===== src/rtl/fsk_pkg.sv =====
package fsk_pkg;
  // Rounded phase step for a tone of f_hz at clock clk_hz with acc_w accumulator bits
  function automatic longint freq_to_inc(longint f_hz, longint clk_hz, int acc_w);
    return (f_hz * (longint'(1) << acc_w) + clk_hz / 2) / clk_hz;
  endfunction
endpackage


===== src/rtl/fsk_step_table.sv =====
module fsk_step_table #(
  parameter int CLK_HZ      = 8192000,
  parameter int ACC_W       = 24,
  parameter int CAR_W       = 3,
  parameter int BAUD_W      = 2,
  parameter int CAR_BASE_HZ = 60000,
  parameter int CAR_STEP_HZ = 10000,
  parameter int BAUD_BASE   = 600
) (
  input  logic [CAR_W-1:0]  car_sel,
  input  logic              dev_sel,
  input  logic [BAUD_W-1:0] baud_sel,
  input  logic              sym,
  output logic [ACC_W-1:0]  step
);
  localparam int N_CAR = 1 << CAR_W;
  localparam int N_HD  = 2 << BAUD_W;

  logic [ACC_W-1:0] center_tab [N_CAR];
  logic [ACC_W-1:0] half_tab   [N_HD];

  for (genvar c = 0; c < N_CAR; c++) begin : g_center
    assign center_tab[c] = ACC_W'(fsk_pkg::freq_to_inc(
        longint'(CAR_BASE_HZ) + longint'(c) * longint'(CAR_STEP_HZ),
        longint'(CLK_HZ), ACC_W));
  end

  // index {dev, rate}: dev 0 -> rate/4, dev 1 -> rate/2
  for (genvar h = 0; h < N_HD; h++) begin : g_half
    localparam longint RATE = longint'(BAUD_BASE) << (h % (1 << BAUD_W));
    localparam longint HALF = (h >= (1 << BAUD_W)) ? RATE / 2 : RATE / 4;
    assign half_tab[h] = ACC_W'(fsk_pkg::freq_to_inc(HALF, longint'(CLK_HZ), ACC_W));
  end

  logic [ACC_W-1:0] ctr_w, half_w;
  assign ctr_w  = center_tab[car_sel];
  assign half_w = half_tab[{dev_sel, baud_sel}];
  assign step   = sym ? (ctr_w - half_w) : (ctr_w + half_w);
endmodule


===== src/rtl/fsk_phase_acc.sv =====
module fsk_phase_acc #(
  parameter int ACC_W  = 24,
  parameter int SIN_AW = 8
) (
  input  logic              clk,
  input  logic              rst,
  input  logic              en,
  input  logic              bit_in,
  input  logic [ACC_W-1:0]  step,
  output logic              sym,
  output logic [SIN_AW-1:0] phase_top
);
  logic [ACC_W-1:0] phase_q, phase_nx;
  logic             pend_q, sym_q, cross_w;

  assign phase_nx = phase_q + step;
  // MSB toggles exactly when the phase passes 0 or 180 degrees
  assign cross_w  = phase_nx[ACC_W-1] ^ phase_q[ACC_W-1];

  always_ff @(posedge clk) begin
    if (rst) begin
      phase_q <= '0;
      pend_q  <= 1'b0;
      sym_q   <= 1'b0;
    end else begin
      pend_q <= bit_in;
      if (!en) begin
        phase_q <= '0;
        sym_q   <= pend_q;
      end else begin
        phase_q <= phase_nx;
        if (cross_w) sym_q <= pend_q;
      end
    end
  end

  assign sym       = sym_q;
  assign phase_top = phase_q[ACC_W-1 -: SIN_AW];
endmodule


===== src/rtl/fsk_sine_rom.sv =====
module fsk_sine_rom #(
  parameter int SIN_AW = 8,
  parameter int SMP_W  = 12
) (
  input  logic                    clk,
  input  logic                    rst,
  input  logic                    en,
  input  logic [SIN_AW-1:0]       addr,
  output logic signed [SMP_W-1:0] dout
);
  localparam int  DEPTH  = 1 << SIN_AW;
  localparam real AMP    = real'((1 << (SMP_W - 1)) - 1);
  localparam real TWO_PI = 6.283185307179586;

  logic signed [SMP_W-1:0] rom [DEPTH];

  initial begin
    for (int i = 0; i < DEPTH; i++)
      rom[i] = SMP_W'($rtoi(AMP * $sin(TWO_PI * real'(i) / real'(DEPTH))));
  end

  always_ff @(posedge clk) begin
    if (rst || !en) dout <= '0;
    else            dout <= rom[addr];
  end
endmodule


===== src/rtl/fsk_tone_gen.sv =====
module fsk_tone_gen #(
  parameter int CLK_HZ      = 8192000,
  parameter int ACC_W       = 24,
  parameter int SIN_AW      = 8,
  parameter int SMP_W       = 12,
  parameter int CAR_W       = 3,
  parameter int BAUD_W      = 2,
  parameter int CAR_BASE_HZ = 60000,
  parameter int CAR_STEP_HZ = 10000,
  parameter int BAUD_BASE   = 600
) (
  input  logic                    clk,
  input  logic                    rst,
  input  logic                    tx_en,
  input  logic                    tx_bit,
  input  logic [CAR_W-1:0]        car_sel,
  input  logic                    dev_sel,
  input  logic [BAUD_W-1:0]       baud_sel,
  output logic signed [SMP_W-1:0] sample
);
  logic [ACC_W-1:0]  step_w;
  logic              sym_w;
  logic [SIN_AW-1:0] phase_top_w;

  fsk_step_table #(
    .CLK_HZ(CLK_HZ), .ACC_W(ACC_W), .CAR_W(CAR_W), .BAUD_W(BAUD_W),
    .CAR_BASE_HZ(CAR_BASE_HZ), .CAR_STEP_HZ(CAR_STEP_HZ), .BAUD_BASE(BAUD_BASE)
  ) step_i (
    .car_sel(car_sel), .dev_sel(dev_sel), .baud_sel(baud_sel),
    .sym(sym_w), .step(step_w)
  );

  fsk_phase_acc #(.ACC_W(ACC_W), .SIN_AW(SIN_AW)) acc_i (
    .clk(clk), .rst(rst), .en(tx_en), .bit_in(tx_bit), .step(step_w),
    .sym(sym_w), .phase_top(phase_top_w)
  );

  fsk_sine_rom #(.SIN_AW(SIN_AW), .SMP_W(SMP_W)) rom_i (
    .clk(clk), .rst(rst), .en(tx_en), .addr(phase_top_w), .dout(sample)
  );
endmodule


===== config.mk =====
export PLATFORM = sky130hd
export DESIGN_NAME = fsk_tone_gen
export DESIGN_NICKNAME = d
export VERILOG_FILES = /design/src/rtl/fsk_pkg.sv /design/src/rtl/fsk_step_table.sv /design/src/rtl/fsk_phase_acc.sv /design/src/rtl/fsk_sine_rom.sv /design/src/rtl/fsk_tone_gen.sv
export SDC_FILE = /design/constraint.sdc
export NUM_CORES = 1
export LEC_CHECK = 0
export ABC_AREA = 1
export BUFFER_PORTS_ARGS = -buffer_cell sky130_fd_sc_hd__buf_4
export CORE_AREA = 4 4 151 153
export DETAILED_ROUTE_END_ITERATION = 10
export DIE_AREA = 0 0 155 157
export GPL_ROUTABILITY_DRIVEN = 0
export PLACE_DENSITY_LB_ADDON = 0.2
export SETUP_SLACK_MARGIN = 0.1
export SYNTH_ARGS = -nofsm -noshare
export SYNTH_HDL_FRONTEND = slang
export SYNTH_HIERARCHICAL = 1
export SYNTH_SLANG_ARGS = --single-unit
export TNS_END_PERCENT = 30

===== constraint.sdc =====
create_clock -name clk -period 2.6 [get_ports clk]
set_input_delay 0.13 -clock clk [delete_from_list [all_inputs] [get_ports clk]]
set_output_delay 0.13 -clock clk [all_outputs]
set_load 0.05 [all_outputs]

==> qor.txt <==
PD cells = 405 mW/mm^2
Seq pwr share = 20.1%
crit path from = acc_i/phase_q[17]$_SDFF_PP0_
Ys Warns = 6
Crit path buffers/inverters = 2
post-DP HPWL = 19300 um
syn nets = 1218
Max Cap Viol = 0
max-slew violations = 0
via count of the first global-routing pass = 7511
ranking of synthesized cells by area = nand2_1, dfxtp_1, ha_1, nand3_1, nor2_1
asr flop ratio synth = 0%
htree depth = 2
Crit path top cell by count = nand2_1
RSZ-0062 raised after global routing = true
Final period util = 92.2%
area taken by multi-input logic gates = 0.00510 sq mm
drt initial violations = 1087
CTS sink cnt = 38
smallest setup slack after layout = 202 ps
Root Buffer = clkbuf_16
combinational share of power = 58.7%
Worst Clk Skew = 10.5 ps
CTS tree = built
EDFF count, synth = 0
PortBufs = 21
die footprint = 0.0243 sq mm
WL final = 25300 um
commonest non-fill, non-tap cell in the layout = nand2_1
top_reg_cell synth = dfxtp_1
Hold WC Path Type = in2reg
internal power = 1750 uW
CP peak stage delay = 610 ps
sw power = 1470 uW
RR Startpoint = acc_i/phase_q[17]$_SDFF_PP0_
leak pwr = 0.00424 uW
Placement Setup Slack = -239 ps
initial antenna violation count = 0
Die H = 157 um
Total GRT Usage = 20.4%
wire length per cell = 16.5 um
Mapped Cells = 1153
worst slew pin tran = 770 ps
worst path cell trace = inv_1, ha_1, nand2_1, nand3_1, nand2_1, o21ai_0, nand2_1, nand2_1, inv_1, nand2_1, nand2_1, nand2_1
Seq. cell area = 766 sq um
# setup viols final = 0
delay-heaviest family, CP = simple AND/OR/NAND/NOR gates
Worst path slowest cell = ha_1
crit path DAT = 2640 ps
first-pass GRT wire length = 40000 um
switch share = 45.7%
Final Hold Fails = 0
Yosys cell types = 46
Tmin final = 2400 ps
Tot Pwr = 3230 uW
CTS Buf Count = 5
Startpoint Class = register
diodes inserted = 0
Via Count = 7990
Syn Std Cell Area = 0.00633 sq mm
CP required = 2840 ps
cell taking the most area after synthesis = nand2_1
Seq/Total Area, Yosys = 12.0%
Starting Density = 29.4%
gr ovfl total = 0
post-route ant nets = 0
critical path endpoint category = register
Final nets = 1318
worst vdd ir = 0.238 mV
CTS Buffer Depth = 2
commonest non-fill, non-tap cells in the layout = nand2_1, buf_4, inv_1, nand3_1, nor2_1
relative slew slack = 48.5%
min-delay src = rst
drt pass-1 iters = 6
worst-skew pair later-pin latency = 300 ps
status = completed
pin count of the biggest net entering global routing = 64
Synth Register Bits = 38
Max Fanout on Critical Path = 9
f_max = 417 MHz
core area = 0.0216 sq mm
clock slew at reported path FFs = 70 ps
area share of the largest cell type after synthesis = 24.0%
vias per cell = 5.21
share of cells above drive strength 1 = 20.6%
Die W = 155 um
drt drc = 0
Layout area overhead = 25.8%
Rows = 54
Mapped Avg Cell Area = 5.49 sq um
Fillers = 2414
I/O pin total = 22
part of the power in the clock network = 21.3%
WS Path Type = reg2reg
-- through the flow --
stage / area, sq um / hold WS [ps] / cells / utilization [%] / TNS, ps
after floorplan: 6330 / 201 / 1153 / - / 0
after global placement: 7410 / 321 / 1520 / 34.4 / -2000
after detailed placement: 7410 / 327 / 1520 / 34.4 / -2280
after CTS: 7570 / 11.5 / 1528 / 35.1 / 0
after global routing: 7960 / 13.0 / 1534 / 36.9 / 0
final: 7960 / 16.7 / 1534 / 36.9 / 0
-- power by group through the flow --
stage               Sequential (uW)  Clock (uW)  Combinational [uW]
global route                    653         733                2080
global placement                655           0                1700
floorplan                       669           0                1040
CTS                             643         712                1700
detailed placement              656           0                1690
finish                          648         686                1890
-- final timing paths --
| check | endpoint | slack [ps] | cells after the start |
|---|---|---|---|
| worst min register to register | acc_i/sym$_SDFFE_PP0P_ | 540 | 4 |
| worst min-delay path | acc_i/pend_q$_SDFF_PP0_ | 20 | 2 |
| worst max register to register | rom_i/dout[5]$_SDFF_PP0_ | 200 | 12 |
| worst max-delay path | rom_i/dout[5]$_SDFF_PP0_ | 200 | 12 |
-- layout make-up --
type	count	share of cell area, %
Multi-Input combinational cell	942	64.1
Timing Repair Buffer	142	14.0
Sequential cell	38	9.62
Inverter	124	5.91
Tap cell	280	4.40
Clock buffer	6	1.75
Clock inverter	2	0.204
-- cell families after synthesis --
family | after synthesis | synth area share, %
DFF | 38 | 12.0
xor gates and xnor gates | 8 | 1.11
and+or+nand+nor | 697 | 47.3
adders and majority gates | 55 | 11.0
buffers and inverters | 173 | 12.6
AOI/OAI and AO/OA | 182 | 16.0
-- routing by layer --
| metal | track usage (%) | up-vias | wire [um] |
|---|---|---|---|
| met2 | 31.7 | 451 | 10900 |
| met3 | 4.67 | 63 | 2580 |
| met4 | 5.89 | 0 | 741 |
| met5 | 0 | - | 0 |
| met1 | 28.4 | 3543 | 11100 |
| li1 | - | 3933 | - |
-- timing repair --
action	in CTS	in global routing
setup endpoints to repair	13	16
resized for setup	2	87
pin swaps	0	25
hold endpoints to repair	0	0
hold buffers	0	0
setup buffers	0	6
-- state kept, by name (all words and copies together), names as in the netlist --
register	count
acc_i/phase_q	24
rom_i/dout	12
acc_i/pend_q	1
acc_i/sym	1
-- worst reg2reg max path, delay by kind of cell (launching register included) --
kind / cells / cell delay (ps)
buffers and inverters: 2 / 140
and+or+nand+nor: 8 / 1110
DFF: 1 / 340
AOI/OAI and AO/OA: 1 / 160
adders and majority gates: 1 / 610
-- cell usage after synthesis, types with 2 or more instances --
library cell / count
nand3_2: 3
ha_1: 54
o22ai_1: 5
xnor2_1: 2
o21ai_2: 3
nand4_1: 15
a21o_1: 3
o21ai_1: 13
buf_4: 18
o211ai_1: 7
nor2_1: 120
nand2_2: 11
dfxtp_1: 38
inv_2: 4
nand2_1: 404
nand2_4: 7
clkbuf_1: 3
nor3_1: 6
inv_1: 119
xor2_1: 6
o21ai_0: 66
nand3_1: 119
or2_2: 2
a21oi_1: 65
o2111ai_1: 2
o21bai_1: 4
buf_2: 20
o21a_1: 5
nor2_4: 3
buf_6: 7
a31oi_1: 4
(Power assumes the default switching activity.)
